--- src/rtl/dps_pkg.sv ---
package dps_pkg;
  typedef enum logic [1:0] {
    ST_SLEEP = 2'b00,
    ST_STBY  = 2'b01,
    ST_ACT   = 2'b10,
    ST_DOWN  = 2'b11
  } seq_st_e;

  typedef enum logic [1:0] {
    CV_OFF = 2'b00,
    CV_NEG = 2'b01,
    CV_POS = 2'b10,
    CV_UP  = 2'b11
  } conv_st_e;
endpackage

--- src/rtl/dps_sync.sv ---
module dps_sync #(
  parameter int W = 1
) (
  input  logic         clk_i,
  input  logic         rst_ni,
  input  logic [W-1:0] d_i,
  output logic [W-1:0] lvl_o,
  output logic [W-1:0] rise_o,
  output logic [W-1:0] fall_o
);
  logic [W-1:0] s1_q, s2_q, s3_q;

  always_ff @(posedge clk_i or negedge rst_ni) begin
    if (!rst_ni) begin
      s1_q <= '0;
      s2_q <= '0;
      s3_q <= '0;
    end else begin
      s1_q <= d_i;
      s2_q <= s1_q;
      s3_q <= s2_q;
    end
  end

  assign lvl_o  = s2_q;
  assign rise_o = s2_q & ~s3_q;
  assign fall_o = ~s2_q & s3_q;
endmodule

--- src/rtl/dps_conv_ctrl.sv ---
module dps_conv_ctrl
  import dps_pkg::*;
#(
  parameter int TMO_US = 10000
) (
  input  logic clk_i,
  input  logic rst_ni,
  input  logic tick_i,
  input  logic run_i,
  input  logic neg_pg_i,
  input  logic pos_pg_i,
  output logic neg_en_o,
  output logic pos_en_o,
  output logic up_o,
  output logic fail_o
);
  localparam int CW = $clog2(TMO_US + 1);

  conv_st_e st_q, st_n;
  logic [CW-1:0] cnt_q, cnt_n;
  logic expired;

  assign expired = (cnt_q >= CW'(TMO_US));
  assign fail_o  = run_i && ((st_q == CV_NEG && !neg_pg_i && expired) ||
                             (st_q == CV_POS && !pos_pg_i && expired));

  always_comb begin
    st_n  = st_q;
    cnt_n = cnt_q;
    case (st_q)
      CV_OFF: if (run_i) begin st_n = CV_NEG; cnt_n = '0; end
      CV_NEG: begin
        if (!run_i || fail_o) st_n = CV_OFF;
        else if (neg_pg_i) begin st_n = CV_POS; cnt_n = '0; end
        else if (tick_i) cnt_n = cnt_q + 1'b1;
      end
      CV_POS: begin
        if (!run_i || fail_o) st_n = CV_OFF;
        else if (pos_pg_i) st_n = CV_UP;
        else if (tick_i) cnt_n = cnt_q + 1'b1;
      end
      default: if (!run_i) st_n = CV_OFF;
    endcase
  end

  always_ff @(posedge clk_i or negedge rst_ni) begin
    if (!rst_ni) begin
      st_q  <= CV_OFF;
      cnt_q <= '0;
    end else begin
      st_q  <= st_n;
      cnt_q <= cnt_n;
    end
  end

  assign neg_en_o = (st_q != CV_OFF);
  assign pos_en_o = (st_q == CV_POS) || (st_q == CV_UP);
  assign up_o     = (st_q == CV_UP);


  pos_after_neg_chk: assert property (@(posedge clk_i) disable iff (!rst_ni)
    $rose(pos_en_o) |-> $past(neg_pg_i));
endmodule

--- src/rtl/dps_rail_timer.sv ---
module dps_rail_timer #(
  parameter int RDY_US = 2000
) (
  input  logic clk_i,
  input  logic rst_ni,
  input  logic tick_i,
  input  logic en_i,
  output logic rdy_o
);
  localparam int TW = $clog2(RDY_US + 1);

  logic [TW-1:0] cnt_q;

  always_ff @(posedge clk_i or negedge rst_ni) begin
    if (!rst_ni) begin
      cnt_q <= '0;
      rdy_o <= 1'b0;
    end else if (!en_i) begin
      cnt_q <= '0;
      rdy_o <= 1'b0;
    end else if (tick_i && !rdy_o) begin
      if (cnt_q == TW'(RDY_US - 1)) rdy_o <= 1'b1;
      else cnt_q <= cnt_q + 1'b1;
    end
  end


  rdy_needs_en_chk: assert property (@(posedge clk_i) disable iff (!rst_ni)
    $rose(rdy_o) |-> $past(en_i));
endmodule

--- src/rtl/disp_pwr_seq.sv ---
module disp_pwr_seq
  import dps_pkg::*;
#(
  parameter int N_RAIL  = 4,
  parameter int RDY_US  = 2000,
  parameter int GAP_US  = 63,
  parameter int TMO_US  = 10000,
  parameter int DOWN_US = 63
) (
  input  logic              clk_i,
  input  logic              rst_ni,
  input  logic              tick_i,
  input  logic              wake_i,
  input  logic [N_RAIL-1:0] req_i,
  input  logic              neg_pg_i,
  input  logic              pos_pg_i,
  output logic [1:0]        mode_o,
  output logic              neg_conv_en_o,
  output logic              pos_conv_en_o,
  output logic [N_RAIL-1:0] rail_en_o,
  output logic [N_RAIL-1:0] rail_rdy_o
);
  localparam int GW = $clog2(GAP_US + 1);
  localparam int DW = $clog2(DOWN_US + 1);

  logic              wake_lvl;
  logic              wake_rise_unused, wake_fall_unused;
  logic [N_RAIL-1:0] req_lvl, rise, fall;
  logic [N_RAIL-1:0] rdy;
  logic              conv_run, conv_up, conv_fail;

  seq_st_e           st_q, st_n;
  logic [N_RAIL-1:0] pend_q, pend_n, en_q, en_n;
  logic              stag_q, stag_n;
  logic [DW-1:0]     dcnt_q, dcnt_n;
  logic [GW-1:0]     gap_q;
  logic              hist_q;
  logic              close;

  dps_sync #(.W(1)) u_wake_sync (
    .clk_i, .rst_ni, .d_i(wake_i), .lvl_o(wake_lvl),
    .rise_o(wake_rise_unused), .fall_o(wake_fall_unused)
  );

  dps_sync #(.W(N_RAIL)) u_req_sync (
    .clk_i, .rst_ni, .d_i(req_i), .lvl_o(req_lvl), .rise_o(rise), .fall_o(fall)
  );

  assign conv_run = (st_q == ST_ACT) || (st_q == ST_DOWN);

  dps_conv_ctrl #(.TMO_US(TMO_US)) u_conv (
    .clk_i, .rst_ni, .tick_i, .run_i(conv_run),
    .neg_pg_i, .pos_pg_i,
    .neg_en_o(neg_conv_en_o), .pos_en_o(pos_conv_en_o),
    .up_o(conv_up), .fail_o(conv_fail)
  );

  for (genvar i = 0; i < N_RAIL; i++) begin : g_rail
    dps_rail_timer #(.RDY_US(RDY_US)) u_tmr (
      .clk_i, .rst_ni, .tick_i, .en_i(en_q[i]), .rdy_o(rdy[i])
    );
  end

  function automatic logic [N_RAIL-1:0] low_bit(input logic [N_RAIL-1:0] v);
    return v & (~v + 1'b1);
  endfunction

  function automatic logic [N_RAIL-1:0] high_bit(input logic [N_RAIL-1:0] v);
    logic [N_RAIL-1:0] r;
    r = '0;
    for (int i = 0; i < N_RAIL; i++)
      if (v[i]) r = N_RAIL'(1) << i;
    return r;
  endfunction

  // two rising edges inside the guard window force staggering
  assign close = (|rise) && (($countones(rise) > 1) || (hist_q && (gap_q < GW'(GAP_US))));

  always_comb begin
    st_n   = st_q;
    pend_n = pend_q;
    en_n   = en_q;
    stag_n = stag_q;
    dcnt_n = dcnt_q;
    case (st_q)
      ST_SLEEP: begin
        pend_n = '0;
        en_n   = '0;
        stag_n = 1'b0;
        if (wake_lvl) begin
          if (|req_lvl) begin
            st_n   = ST_ACT;
            pend_n = req_lvl;
            stag_n = ($countones(req_lvl) > 1);
          end else begin
            st_n = ST_STBY;
          end
        end
      end
      ST_STBY: begin
        pend_n = '0;
        en_n   = '0;
        if (!wake_lvl) st_n = ST_SLEEP;
        else if (|rise) begin
          st_n   = ST_ACT;
          pend_n = rise;
          stag_n = close;
        end
      end
      ST_ACT: begin
        if (!wake_lvl) begin
          st_n   = ST_DOWN;
          pend_n = '0;
          dcnt_n = '0;
        end else if (conv_fail) begin
          st_n   = ST_STBY;
          pend_n = '0;
          en_n   = '0;
          stag_n = 1'b0;
        end else begin
          pend_n = (pend_q | rise) & ~fall;
          en_n   = en_q & ~fall;
          stag_n = stag_q | close;
          if (conv_up) begin
            if (!stag_n) begin
              en_n   = en_n | pend_n;
              pend_n = '0;
            end else if ((en_n & ~rdy) == '0) begin
              en_n   = en_n | low_bit(pend_n);
              pend_n = pend_n & ~low_bit(pend_n);
            end
          end
          if (pend_n == '0) stag_n = 1'b0;
          if (en_n == '0 && pend_n == '0) st_n = ST_STBY;
        end
      end
      default: begin
        pend_n = '0;
        stag_n = 1'b0;
        if (en_q == '0) st_n = ST_SLEEP;
        else if (tick_i) begin
          if (dcnt_q == DW'(DOWN_US - 1)) begin
            en_n   = en_q & ~high_bit(en_q);
            dcnt_n = '0;
          end else begin
            dcnt_n = dcnt_q + 1'b1;
          end
        end
      end
    endcase
  end

  always_ff @(posedge clk_i or negedge rst_ni) begin
    if (!rst_ni) begin
      st_q   <= ST_SLEEP;
      pend_q <= '0;
      en_q   <= '0;
      stag_q <= 1'b0;
      dcnt_q <= '0;
    end else begin
      st_q   <= st_n;
      pend_q <= pend_n;
      en_q   <= en_n;
      stag_q <= stag_n;
      dcnt_q <= dcnt_n;
    end
  end

  always_ff @(posedge clk_i or negedge rst_ni) begin
    if (!rst_ni) begin
      gap_q  <= '0;
      hist_q <= 1'b0;
    end else if (st_q == ST_SLEEP) begin
      gap_q  <= '0;
      hist_q <= 1'b0;
    end else if (|rise) begin
      gap_q  <= '0;
      hist_q <= 1'b1;
    end else if (tick_i && gap_q < GW'(GAP_US)) begin
      gap_q <= gap_q + 1'b1;
    end
  end

  assign mode_o     = (st_q == ST_DOWN) ? 2'(ST_ACT) : 2'(st_q);
  assign rail_en_o  = en_q;
  assign rail_rdy_o = rdy;


  rail_needs_conv_chk: assert property (@(posedge clk_i) disable iff (!rst_ni)
    (en_q != '0) |-> (conv_up && pos_conv_en_o));


  sleep_quiet_chk: assert property (@(posedge clk_i) disable iff (!rst_ni)
    (st_q == ST_SLEEP && $past(st_q == ST_SLEEP)) |-> (en_q == '0 && !neg_conv_en_o));


  stagger_one_chk: assert property (@(posedge clk_i) disable iff (!rst_ni)
    stag_q |-> ($countones(en_q & ~$past(en_q)) <= 1));


  down_step_chk: assert property (@(posedge clk_i) disable iff (!rst_ni)
    (st_q == ST_DOWN && $past(st_q == ST_DOWN)) |->
      (($countones($past(en_q) & ~en_q) <= 1) && ((en_q & ~$past(en_q)) == '0)));


  fail_to_stby_chk: assert property (@(posedge clk_i) disable iff (!rst_ni)
    conv_fail |=> (st_q == ST_STBY && en_q == '0));
endmodule

--- config.mk ---
export PLATFORM = sky130hd
export DESIGN_NAME = disp_pwr_seq
export DESIGN_NICKNAME = d
export VERILOG_FILES = /design/src/rtl/dps_pkg.sv /design/src/rtl/dps_sync.sv /design/src/rtl/dps_conv_ctrl.sv /design/src/rtl/dps_rail_timer.sv /design/src/rtl/disp_pwr_seq.sv
export SDC_FILE = /design/constraint.sdc
export NUM_CORES = 1
export LEC_CHECK = 0
export BUFFER_PORTS_ARGS = -buffer_cell sky130_fd_sc_hd__buf_4
export CORE_ASPECT_RATIO = 0.75
export CORE_MARGIN = 5
export CORE_UTILIZATION = 55
export DETAILED_ROUTE_END_ITERATION = 10
export GPL_TIMING_DRIVEN = 0
export PLACE_DENSITY = 0.73
export SLEW_MARGIN = 25
export SYNTH_ARGS = -nofsm -noshare
export SYNTH_HDL_FRONTEND = slang
export SYNTH_SLANG_ARGS = --single-unit
--- constraint.sdc ---
create_clock -name clk_i -period 2.6 [get_ports clk_i]
set_input_delay 0.52 -clock clk_i [delete_from_list [all_inputs] [get_ports clk_i]]
set_output_delay 0.52 -clock clk_i [all_outputs]
set_load 0.005 [all_outputs]
==> flow_metrics.py <==
metrics = {
    "sta": {
        "max_freq_mhz": 356,
        "skew_ps": 6.79,
        "period_share_pct": 108,
        "slew_violations": 0,
        "setup_ws_ps": -212,
        "holdWs_ps": 235,
        "hold_viol": 0,
        "tightestPinTransition_ps": 920,
        "post-route-min-period_ps": 2810,
        "setup_viol": 4,
        "rsz0062_at_grt": "true",
        "slew_headroom_pct": 38.6,
    },
    "critical_path": {
        "crit_type": "reg2reg",
        "critPathCaptureType": "flop",
        "rrSetupSlack_ps": -210,
        "critPathArrivalTime_ps": 3020,
        "cp-start-kind": "flop",
        "required_ps": 2810,
        "crit_fanout": 3,
    },
    "routing": {
        "route.met2.wl_mm": 5.32,
        "wl_mm": 11.7,
        "wl_met1_mm": 5.61,
        "drcViolationCount": 0,
        "wl_per_cell_um": 15.3,
        "topRoutingLayerUsed": "met4",
        "ant_nets": 0,
        "routed-via-count": 4451,
        "via_per_inst": 5.80,
        "dr.pass1.iters": 5,
        "drtIter0Drc": 351,
        "wl_met3_um": 651,
    },
    "clocking": {
        "cts_max_path_buffers": 2,
        "insertion_delay_ps": 350,
        "cts_hold_buf": 0,
        "cts_tree": "built",
        "cts-htree-levels": 3,
        "clk_pin_slew_ps": 70,
        "clock-sinks": 102,
        "ctsRootBufferMaster": "clkbuf_16",
        "cts_buffers": 9,
    },
    "run_status": {
        "status": "finished, violations left",
        "violations": "setup timing",
    },
    "die": {
        "io_pins": 22,
        "row_count": 31,
        "initial_utilization_pct": 56.5,
        "coreArea_um2": 9660,
        "die_x_um": 125,
        "dieArea_um2": 12000,
        "chipHeight_um": 96.3,
    },
    "yosys": {
        "postSynthAreaPerCell_um2": 9.37,
        "syn_area_um2": 5460,
        "synth_edf_count": 0,
        "ys_warn_count": 0,
        "synth_ff_type": "dfrtp_1",
        "yosys.area.top_type": "dfrtp_1",
        "async_reset_ff_share_pct": 100,
        "ys_top_cells_by_area": "dfrtp_1 47%, o21ai_0 4.3%, nor2_1 4.1%",
        "synth.distinct_cells": 58,
        "syn_inst": 583,
        "yosysSeqAreaShare_pct": 46.7,
        "ys_ff_latch": 102,
        "synth_top_area_share_pct": 46.7,
        "syn_nets": 610,
    },
    "global_routing": {
        "grt_first_pass_wirelength_mm": 19.8,
        "grt_max_degree": 103,
        "antenna_found_initial": 0,
        "grt_pass1_vias": 4230,
        "grt.total_usage_pct": 20.2,
        "overflow": 0,
    },
    "run": {
        "drv_cap": 0,
    },
    "power": {
        "leakage_nw": 2.76,
        "p_per_area_nw_per_um2": 696,
        "peakVddDrop_v": 0.000432,
    },
    "layout": {
        "area_growth_pct": 15.3,
        "drive_gt1_share_pct": 14.2,
        "most-common-layout-cells": "99 x dfrtp_1, 60 x nor2_1, 47 x nand2_1",
        "stdcell_count": 767,
        "final_common_cell": "dfrtp_1",
        "fin_util_pct": 65.2,
        "num_antenna_cells": 0,
        "fin_area_um2": 6300,
        "final_nets": 657,
    },
    "placement": {
        "dp_slack_ps": -363,
        "io_buffers": 21,
        "place.gp.congestion": 0.874,
        "post-dp-hpwl_mm": 7.86,
        "placed_area_um2": 5800,
        "place_inst": 736,
    },
    "worst_hold_path": {
        "min_path_type": "in2async",
    },
}
## registers in the layout, summed over array words and instances, names as in the netlist
signal and count:
hist_q 1, u_wake_sync.lvl_o 1, u_req_sync.lvl_o 4, u_conv.st_q 2, gap_q 6, rail_en_o 4, u_conv.cnt_q 14, g_rail.u_tmr.cnt_q 44
u_wake_sync.s1_q 1, stag_q 1, u_req_sync.s1_q 4, pend_q 4, g_rail.u_tmr.rdy_o 4, u_req_sync.s3_q 4, dcnt_q 6, st_q 2
## area by class of cell
type                    instances  area [um^2]
repair buffers                 36          278
clock buffers                   9          225
flip-flops and latches        102         2560
inverters                      28          105
multi-input cells             426         2740
well taps                     132          165
plain buffers                  27          134
fillers                       767         3360
clock inverters                 7         97.6
## cells by family after synthesis
group	synth area share (%)
buf+inv	4.35
xor+xnor	6.10
fa+ha+maj	4.93
flops	46.7
mux	1.33
simple gates	21.7
compound gates	14.8
## what timing repair did
action                                  CTS  global route
pin swaps                                 4             9
endpoints found under the setup margin    4            31
gates resized for setup                   7            17
setup buffers                             9             6
endpoints found under the hold margin     0             0
## path summary, 6_finish.rpt
path	from	endpoint	depth (start not counted)
max in group asynchronous	rst_ni	u_req_sync.lvl_o[3]	1
min in group clk_i	req_i[2]	u_req_sync.s1_q[2]	1
worst max-delay path	u_req_sync.lvl_o[3]	st_q[0]	9
worst min register to register	u_req_sync.s1_q[3]	u_req_sync.lvl_o[3]	0
worst min-delay path	rst_ni	g_rail[0].u_tmr.cnt_q[9]	1
worst max register to register	u_req_sync.lvl_o[3]	st_q[0]	9
## layer usage
layer,global-route usage (%),up-vias
li1,-,2139
met3,4.83,14
met4,5.87,0
met5,0,-
met2,32.7,119
met1,27.6,2179
## cell usage after synthesis (2+ instances only)
library cell and n:
a311oi_1 3, a211oi_1 2, a31o_2 2, clkbuf_1 17
a31oi_1 6, and4_1 9, a41oi_1 4, inv_1 28
fa_1 2, o31ai_1 13, ha_1 15, or3_1 7
o21ai_0 47, a32o_1 2, nand4_1 11, a211o_1 3
o22a_1 3, or2_2 3, xnor2_1 15, nor3b_1 3
nor2_1 60, mux2i_1 5, nand2b_1 15, dfrtp_1 102
nor4_1 3, and2_1 9, nor2b_1 10, xor2_1 23
a21boi_0 3, nand3b_1 2, o22ai_1 2, maj3_1 3
nor3_1 3, nand2_1 49, o41ai_1 2, a21oi_1 22
buf_4 8, and3_1 16, nand3_1 32
## power by group
part	switching [mW]	total, mW	internal, mW
Combinational	0.682	1.12	0.440
Sequential	0.121	1.82	1.70
Clock	0.596	1.44	0.847
## per-stage QoR
| stage | power (mW) | TNS [ps] |
|---|---|---|
| 2_1_floorplan | 2.55 | 0 |
| 3_5_place_dp | 2.87 | -969 |
| 3_3_place_gp | 2.85 | -697 |
| 6_report | 4.38 | -675 |
| 4_1_cts | 4.35 | -818 |
| 5_1_grt | 4.63 | -1050 |
## critical path: stages, from the launching register on
cell and delay, ps:
dfrtp_2 410, nor2b_4 130, fa_1 470, and3b_1 190
a2111o_1 360, a211o_1 320, o31a_1 140, a211o_1 300
a41oi_2 250, o31ai_1 110
No activity file was read; power rests on OpenSTA's default activity.
